**src/rtl/gpio_bank_pkg.sv**
```systemverilog
package gpio_bank_pkg;
    localparam int unsigned BUS_ADDR_W = 12;

    localparam logic [BUS_ADDR_W-1:0] OFS_MASK_LO = 12'h000;
    localparam logic [BUS_ADDR_W-1:0] OFS_MASK_HI = 12'h004;
    localparam logic [BUS_ADDR_W-1:0] OFS_PIN_IN  = 12'h060;
    localparam logic [BUS_ADDR_W-1:0] OFS_DIR     = 12'h204;
    localparam logic [BUS_ADDR_W-1:0] OFS_OUT_EN  = 12'h208;

    typedef enum logic [2:0] {
        SEL_NONE,
        SEL_ZERO,
        SEL_PIN_IN,
        SEL_DIR,
        SEL_OUT_EN
    } rd_sel_e;

    function automatic rd_sel_e decode_read(input logic [BUS_ADDR_W-1:0] a);
        rd_sel_e s;
        case (a)
            OFS_MASK_LO, OFS_MASK_HI: s = SEL_ZERO;
            OFS_PIN_IN:               s = SEL_PIN_IN;
            OFS_DIR:                  s = SEL_DIR;
            OFS_OUT_EN:               s = SEL_OUT_EN;
            default:                  s = SEL_NONE;
        endcase
        return s;
    endfunction
endpackage

```
**src/rtl/gpio_sync_stage.sv**
```systemverilog
module gpio_sync_stage #(
    parameter int unsigned WIDTH  = 32,
    parameter int unsigned STAGES = 2
) (
    input  logic             clk,
    input  logic             rst_n,
    input  logic [WIDTH-1:0] async_in,
    output logic [WIDTH-1:0] sync_out
);
    logic [WIDTH-1:0] chain_q [STAGES];

    always_ff @(posedge clk) begin
        if (!rst_n) begin
            for (int s = 0; s < STAGES; s++) chain_q[s] <= '0;
        end else begin
            chain_q[0] <= async_in;
            for (int s = 1; s < STAGES; s++) chain_q[s] <= chain_q[s-1];
        end
    end

    assign sync_out = chain_q[STAGES-1];
endmodule

```
**src/rtl/gpio_mask_merge.sv**
```systemverilog
module gpio_mask_merge #(
    parameter int unsigned HALF_W = 16
) (
    input  logic [HALF_W-1:0]   cur_bits,
    input  logic [2*HALF_W-1:0] wr_word,
    output logic [HALF_W-1:0]   new_bits
);
    logic [HALF_W-1:0] keep_mask;
    logic [HALF_W-1:0] data_bits;

    assign keep_mask = wr_word[2*HALF_W-1:HALF_W];
    assign data_bits = wr_word[HALF_W-1:0];
    assign new_bits  = (cur_bits & keep_mask) | (data_bits & ~keep_mask);
endmodule

```
**src/rtl/gpio_bank_regs.sv**
```systemverilog
module gpio_bank_regs
    import gpio_bank_pkg::*;
#(
    parameter int unsigned        NUM_PINS    = 32,
    parameter int unsigned        SYNC_STAGES = 2,
    parameter logic [NUM_PINS-1:0] FIXED_OUTS = 32'h0000_0180
) (
    input  logic                  clk,
    input  logic                  rst_n,
    input  logic [BUS_ADDR_W-1:0] bus_addr,
    input  logic                  bus_wen,
    input  logic [NUM_PINS-1:0]   bus_wdata,
    input  logic                  bus_ren,
    output logic [NUM_PINS-1:0]   bus_rdata,
    input  logic [NUM_PINS-1:0]   pin_in,
    output logic [NUM_PINS-1:0]   pin_out,
    output logic [NUM_PINS-1:0]   pin_oe
);
    localparam int unsigned HALF_W  = NUM_PINS / 2;
    localparam int unsigned N_HALVES = 2;

    typedef struct packed {
        logic [NUM_PINS-1:0] dout;
        logic [NUM_PINS-1:0] dir;
        logic [NUM_PINS-1:0] outen;
        logic [NUM_PINS-1:0] rdata;
    } state_t;

    state_t state_d, state_q;

    logic [NUM_PINS-1:0] pins_sync;
    logic [NUM_PINS-1:0] dir_eff;
    logic [HALF_W-1:0]   merged [N_HALVES];
    logic [N_HALVES-1:0] half_hit;

    gpio_sync_stage #(
        .WIDTH  (NUM_PINS),
        .STAGES (SYNC_STAGES)
    ) u_sync (
        .clk      (clk),
        .rst_n    (rst_n),
        .async_in (pin_in),
        .sync_out (pins_sync)
    );

    assign half_hit[0] = bus_wen && (bus_addr == OFS_MASK_LO);
    assign half_hit[1] = bus_wen && (bus_addr == OFS_MASK_HI);

    for (genvar h = 0; h < N_HALVES; h++) begin : g_half
        gpio_mask_merge #(.HALF_W(HALF_W)) u_merge (
            .cur_bits (state_q.dout[h*HALF_W +: HALF_W]),
            .wr_word  (bus_wdata),
            .new_bits (merged[h])
        );
    end

    assign dir_eff = state_q.dir | FIXED_OUTS;

    always_comb begin
        state_d = state_q;

        for (int h = 0; h < N_HALVES; h++) begin
            if (half_hit[h]) state_d.dout[h*HALF_W +: HALF_W] = merged[h];
        end

        if (bus_wen && bus_addr == OFS_DIR)    state_d.dir   = bus_wdata;
        if (bus_wen && bus_addr == OFS_OUT_EN) state_d.outen = bus_wdata;

        state_d.rdata = '0;
        if (bus_ren) begin
            case (decode_read(bus_addr))
                SEL_PIN_IN: state_d.rdata = pins_sync;
                SEL_DIR:    state_d.rdata = dir_eff;
                SEL_OUT_EN: state_d.rdata = state_q.outen;
                default:    state_d.rdata = '0;
            endcase
        end
    end

    always_ff @(posedge clk) begin
        if (!rst_n) state_q <= '0;
        else        state_q <= state_d;
    end

    assign bus_rdata = state_q.rdata;
    assign pin_oe    = dir_eff & state_q.outen;
    assign pin_out   = state_q.dout & pin_oe;
endmodule

```
**config.mk**
```make
export PLATFORM = sky130hd
export DESIGN_NAME = gpio_bank_regs
export DESIGN_NICKNAME = d
export VERILOG_FILES = /design/src/rtl/gpio_bank_pkg.sv /design/src/rtl/gpio_sync_stage.sv /design/src/rtl/gpio_mask_merge.sv /design/src/rtl/gpio_bank_regs.sv
export SDC_FILE = /design/constraint.sdc
export NUM_CORES = 1
export LEC_CHECK = 0
export BUFFER_PORTS_ARGS = -buffer_cell sky130_fd_sc_hd__buf_2
export CORE_MARGIN = 2
export CORE_UTILIZATION = 54
export CTS_CLUSTER_DIAMETER = 50
export DETAILED_ROUTE_END_ITERATION = 12
export HOLD_SLACK_MARGIN = 0.08
export PLACE_DENSITY = 0.8
export SLEW_MARGIN = 30
export SYNTH_ARGS = -nofsm -noshare
export SYNTH_HDL_FRONTEND = slang
export SYNTH_HIERARCHICAL = 1
export SYNTH_SLANG_ARGS = --single-unit
```
**constraint.sdc**
```tcl
create_clock -name clk -period 1.85 [get_ports clk]
set_input_delay 0.0925 -clock clk [delete_from_list [all_inputs] [get_ports clk]]
set_output_delay 0.0925 -clock clk [all_outputs]
set_load 0.02 [all_outputs]
```
==> key figures, run 1 <==
Status
  • Result of the run: finished, final reports clean

Die
  • Area enclosed by the die boundary: 15700 um^2
  • Starting utilization of the core area: 54.9%
  • Top-level I/O count: 176
  • Area inside the core boundary: 14500 um^2
  • X dimension of the die: 125 um
  • Row count: 44
  • Height of the die: 125 um

STA
  • Minimum period implied by the final worst setup slack: 1410 ps
  • Fin Setup TNS: 0 ps
  • Fin crit share: 76.4%
  • Pin slew with the least headroom to its limit: 530 ps
  • Final setup violation count: 0
  • Maximum frequency from static timing analysis: 708 MHz
  • Slew Limit Fails: 0
  • Clk_skew: 9.75 ps
  • Post-route setup slack: 437 ps
  • Endpoints failing hold: 0
  • Hold slack: 295 ps
  • Worst rel slew slack: 64.5%
  • Setup repair after global routing missed its margin: false

Synth
  • Cell area after technology mapping: 7950 um^2
  • Fraction of the yosys area taken by sequential cells: 47.8%
  • Top post-synthesis cells by area: sky130_fd_sc_hd__dfxtp_1 48%, sky130_fd_sc_hd__buf_4 6.4%, sky130_fd_sc_hd__and2_2 6.0%
  • Warnings from Yosys: 6
  • Leading cell types by count after synthesis: 190 x sky130_fd_sc_hd__dfxtp_1, 68 x sky130_fd_sc_hd__buf_4, 66 x sky130_fd_sc_hd__nand2_1, 64 x sky130_fd_sc_hd__and2_2, 63 x sky130_fd_sc_hd__nand3_1
  • Top cell type's share of synthesized area: 47.8%
  • Post-Syn Nets: 898
  • Synth async-reset ratio: 0%
  • Biggest area consumer among synthesized cells: sky130_fd_sc_hd__dfxtp_1
  • Netlist cell types: 32
  • Most frequent cell after synthesis: sky130_fd_sc_hd__dfxtp_1
  • #FFs+latches synth: 190
  • Predominant post-synthesis flop cell: sky130_fd_sc_hd__dfxtp_1
  • Syn avg cell area: 9.72 um^2
  • Number of flops mapped to enable cells by yosys: 0
  • Post-synthesis cell count: 818

Min path
  • Hold WC Path Type: input port to flip-flop

Drt
  • Vias per cell: 5.41
  • First-iteration detailed-routing DRC count: 468
  • Total iterations of the first detailed-routing run: 5
  • ANT nets after route: 0
  • Routed wire length per instance: 17.0 um
  • Total Wirelength: 19.9 mm
  • Remaining DRCs: 0
  • Vias post-DR: 6330

CTS
  • Clock root buffer: sky130_fd_sc_hd__clkbuf_16
  • Maximum root-to-sink buffer count: 2
  • CTS Sinks: 190
  • Clock slew seen by the registers of the worst setup and hold paths: 70 ps
  • TritonCTS clock tree: done
  • Total clock buffers created by CTS: 17
  • Clock latency on the worst-skew pair: 430 ps
  • Post-cts resize count: 0
  • H-tree depth: 4

Finish
  • Number of antenna cells inserted: 0
  • Final nets: 1056
  • Ratio of cells with drive above 1 in the final layout: 32.4%
  • Area overhead of the layout relative to synthesis: 23.0%
  • Util after Layout: 67.6%

Global routing
  • Maximum number of pins on one net before global-route repair: 106
  • Global route total overflow: 0
  • Global-route wire length before repair: 31.1 mm
  • Initial antenna violation count: 1
  • Global Route Usage Sum: 25.2%
  • Vias in the first global route: 5985

Power
  • Total net switching power: 1.69 mW
  • Fraction of power consumed by combinational cells: 6.2%
  • Static leakage power: 4.33 nW
  • Clock Power Share: 43.1%
  • Switching share of power: 20.5%
  • Part of the power in registers: 50.7%
  • Int Power: 6.53 mW
  • Highest ir drop seen on vdd: 0.000588 V
  • Power density cells: 841 nW/um^2

Worst setup path
  • Sort of element at the end of the critical path: flip-flop
  • Library cell appearing most often on the critical path: sky130_fd_sc_hd__buf_4
  • Critical-path cell list: dlygate4sd3_1 > buf_4 > nand2_1 > a21o_1 > buf_4 > nor2_1
  • Count of buffering cells on the critical path with inverters included: 3
  • Cell at the slowest stage of the critical path: sky130_fd_sc_hd__dlygate4sd3_1
  • Crit-path max FO: 31
  • WP data arrival: 1770 ps
  • Critical path start-end classification: input port to flip-flop
  • Required time reported for the critical path endpoint: 2210 ps
  • Top cell family by delay on the critical path: buffers and inverters
  • Kind of start point of the critical path: input port
  • Biggest cell delay along the critical path: 540 ps

Placement
  • Number of buffers added on ports: 175
  • Post-Place Worst Slack: 258 ps
  • Routability Congestion: 0.804
  • Detailed placer's ending HPWL: 12.3 mm

Job
  • # Max-Cap Violations: 0
## tightest hold or removal path, cell delays in order
cell and delay, ps:
sky130_fd_sc_hd__buf_2 140, sky130_fd_sc_hd__nand4_4 80, sky130_fd_sc_hd__buf_12 260, sky130_fd_sc_hd__o21ai_1 100
## registers in the layout, summed over array words and instances, names as in the netlist
register        cells
bus_rdata          32
state_q            64
u_sync/chain_q     64
dir_eff            30
## path summary, 6_finish.rpt
| path | startpoint | to | slack (ps) | cells past startpoint |
|---|---|---|---|---|
| worst min register to register | u_sync/chain_q[0][2] | u_sync/chain_q[0][34] | 440 | 1 |
| worst min-delay path | bus_wen | state_q[39] | 300 | 4 |
| worst max register to register | dir_eff[11] | bus_rdata[11] | 860 | 3 |
| worst max-delay path | rst_n | bus_rdata[14] | 440 | 6 |
## power by group through the flow
stage                     logic [mW]  clock network [mW]  registers (mW)
after detailed placement       0.393                   0            4.26
after CTS                      0.501                3.58            4.17
after global placement         0.388                   0            4.26
final                          0.510                3.54            4.17
after floorplan                0.253                   0            4.26
after global routing           0.548                3.78            4.17
## repair_timing
action / CTS / global route
buffers inserted: 0 / 0
hold buffers: 66 / 0
hold endpoints to repair: 103 / 0
## through the flow
| stage | instances | instance area, um^2 | total power, mW |
|---|---|---|---|
| 2_1_floorplan | 818 | 7950 | 4.51 |
| 3_3_place_gp | 1075 | 8550 | 4.65 |
| 3_5_place_dp | 1075 | 8550 | 4.66 |
| 4_1_cts | 1171 | 9780 | 8.25 |
| 5_1_grt | 1171 | 9780 | 8.50 |
| 6_report | 1171 | 9780 | 8.22 |
## cell usage in the layout, fill, tap and decap left out, drive strengths merged
master and instances:
dfxtp 190, o21ai 62, a22oi 30, nor2b 16
xor2 1, a2bb2oi 32, nand3 63, a21boi 16
nor4b 3, mux2 32, mux2i 16, clkinv 3
and4 1, nand2 66, dlygate4sd3 66, and2 96
a21o 1, a21oi 2, nor4 3, nor2 33
nand4 5, nor4bb 1, clkbuf 25, buf 191
bufinv 2, and3 31
## layout make-up
class,instances,area (um^2)
fillers,1132,4700
flip-flops and latches,190,3800
multi-input cells,510,3440
repair buffers,257,1730
clock buffers,25,485
well taps,184,230
clock inverters,5,82.6
## cells by family (layout without fill, tap and decap cells)
group	count (synthesis)	after routing	synth area share, %
flops	190	190	47.8
xor+xnor	1	1	0.110
compound gates	143	143	12.0
buf+inv	118	287	8.94
simple gates	318	318	23.1
mux	48	48	8.06
## per-layer routing
layer	up-vias	GRT usage [%]	share of wire, %
met5	-	0	0
met4	0	9.48	2.3
met3	33	4.88	5.6
met2	214	42.8	49
met1	3019	31.8	43
li1	3064	-	-
(Power assumes the default switching activity.)
==> run 2, diff against run 1 <==
CORE_UTILIZATION = 49   (was 54)
PLACE_DENSITY = 0.76   (was 0.8)
clock period = 1.2 ns   (was 1.85 ns; I/O delays follow)
==> run 2 against run 1 <==
  * Global-route usage is 1.9 points lower
  * Power increased by 61%
  * Wire length increased by 2.0%
  * Final cell count is 3.6% higher
  * Worst setup slack got worse by 410 ps
  * Sequential power increased by 54%
  * Critical endpoint is now pin_out[10]
  * Highest routed layer unchanged
==> key figures, run 2 (same netlist as run 1, synthesis figures left out) <==
CTS
  • Total clock buffers created by CTS: 17
  • Clock root buffer: sky130_fd_sc_hd__clkbuf_16
  • Maximum root-to-sink buffer count: 2
  • CTS Sinks: 190
  • Clock slew seen by the registers of the worst setup and hold paths: 70 ps
  • Clock latency on the worst-skew pair: 430 ps
  • TritonCTS clock tree: done
  • H-tree depth: 4

Power
  • Static leakage power: 4.45 nW
  • PnR Total Power: 13.2 mW
  • Clock Power Share: 45.3%
  • Total net switching power: 2.93 mW
  • Switching share of power: 22.1%
  • Part of the power in registers: 48.5%
  • Fraction of power consumed by combinational cells: 6.2%
  • Highest ir drop seen on vdd: 0.00103 V
  • Int Power: 10.3 mW
  • Power density cells: 1280 nW/um^2

Worst setup path
  • WP data arrival: 1110 ps
  • Kind of start point of the critical path: flip-flop
  • Crit-path max FO: 4
  • Critical path start-end classification: flip-flop to primary output
  • Sort of element at the end of the critical path: primary output
  • Required time reported for the critical path endpoint: 1140 ps

Global routing
  • Met1 track demand over resource: 29.4%
  • Maximum number of pins on one net before global-route repair: 69
  • Met3 routing resource usage after global routing: 4.40%
  • Vias in the first global route: 6096
  • Global route total overflow: 0
  • Global-route wire length before repair: 31.7 mm
  • Global-route met2 utilization: 40.0%
  • Initial antenna violation count: 0
  • Global Route Usage Sum: 23.3%
  • Gr busiest metal: met2

Finish
  • Most frequent standard cell in the layout excluding fill and tap cells: sky130_fd_sc_hd__buf_2
  • Highest-count cells in the layout ignoring fill and taps: 142 x sky130_fd_sc_hd__buf_2, 102 x sky130_fd_sc_hd__dfxtp_1, 87 x sky130_fd_sc_hd__dfxtp_2
  • Area overhead of the layout relative to synthesis: 29.7%
  • Number of antenna cells inserted: 0
  • Ratio of cells with drive above 1 in the final layout: 43.9%
  • Final nets: 1064

Drt
  • Remaining DRCs: 0
  • First-iteration detailed-routing DRC count: 440
  • Total iterations of the first detailed-routing run: 5
  • Vias post-DR: 6287
  • ANT nets after route: 0
  • Routed wire length per instance: 16.8 um
  • Vias per cell: 5.18
  • Total Wirelength: 20.3 mm

Die
  • Starting utilization of the core area: 50.0%
  • Area inside the core boundary: 15900 um^2
  • Row count: 46
  • X dimension of the die: 131 um
  • Area enclosed by the die boundary: 17300 um^2
  • Height of the die: 131 um
  • Top-level I/O count: 176

STA
  • Slew Limit Fails: 0
  • Fin Setup TNS: 0 ps
  • Fin crit share: 97.6%
  • Post-route setup slack: 28.9 ps
  • Hold slack: 273 ps
  • Endpoints failing hold: 0
  • Pin slew with the least headroom to its limit: 396 ps
  • Minimum period implied by the final worst setup slack: 1170 ps
  • Final setup violation count: 0
  • Worst rel slew slack: 73.2%
  • Maximum frequency from static timing analysis: 854 MHz
  • Clk_skew: 5.89 ps

Placement
  • Number of buffers added on ports: 175
  • Routability Congestion: 0.772
  • Detailed placer's ending HPWL: 12.9 mm
  • Post-Place Worst Slack: -238 ps

Min path
  • Hold WC Path Type: input port to flip-flop

Job
  • # Max-Cap Violations: 0

Status
  • Result of the run: finished, final reports clean
-- run 2: changes by cell type in the layout (fill, tap and decap cells not counted), sizes merged --
cell / delta
clkbuf: -6
inv: +6
clkinv: -3
clkinvlp: +4
buf: +8
bufinv: +1
-- run 2: power groups by stage --
| stage | Clock (mW) | Sequential [mW] | Combinational, mW |
|---|---|---|---|
| 4_1_cts | 6.04 | 6.43 | 0.803 |
| 3_5_place_dp | 0 | 6.57 | 0.633 |
| 2_1_floorplan | 0 | 6.56 | 0.393 |
| 3_3_place_gp | 0 | 6.57 | 0.631 |
| 6_report | 6.00 | 6.42 | 0.818 |
| 5_1_grt | 6.31 | 6.43 | 0.878 |
-- run 2: layer usage --
layer	up-vias	routed length, um
met5	-	0
met4	0	422
met3	32	978
met2	188	10100
met1	2985	8890
li1	3082	-
-- run 2: area by class of cell --
cell class	count	area, um^2
fillers	1272	5570
flip-flops and latches	190	3920
multi-input cells	510	3530
repair buffers	265	1970
clock buffers	19	453
well taps	216	270
clock inverters	13	178
-- run 2: worst paths after layout --
| path | startpoint | cells after the start | slack [ps] | end |
|---|---|---|---|---|
| setup / recovery | dir_eff[10] | 2 | 30 | pin_out[10] |
| hold / removal | bus_wen | 5 | 270 | state_q[98] |
| setup reg to reg | dir_eff[0] | 3 | 160 | bus_rdata[0] |
| hold reg to reg | u_sync/chain_q[0][21] | 1 | 440 | u_sync/chain_q[0][53] |
-- run 2: timing repair --
item	in CTS	in global routing
buffers inserted	0	2
hold buffers	66	0
endpoints found under the hold margin	116	0
resized for setup	62	82
endpoints found under the setup margin	33	63
-- run 2: critical path, cell delays in order (launching register included) --
cell and delay (ps):
sky130_fd_sc_hd__dfxtp_2 350, sky130_fd_sc_hd__and3_1 170, sky130_fd_sc_hd__buf_2 160
-- run 2: stage by stage --
stage / area, um^2 / utilization [%] / cells
after floorplan: 8010 / - / 818
after global placement: 8720 / 54.9 / 1113
after detailed placement: 8720 / 54.9 / 1113
after CTS: 10100 / 63.8 / 1211
after global routing: 10300 / 64.9 / 1213
final: 10300 / 64.9 / 1213
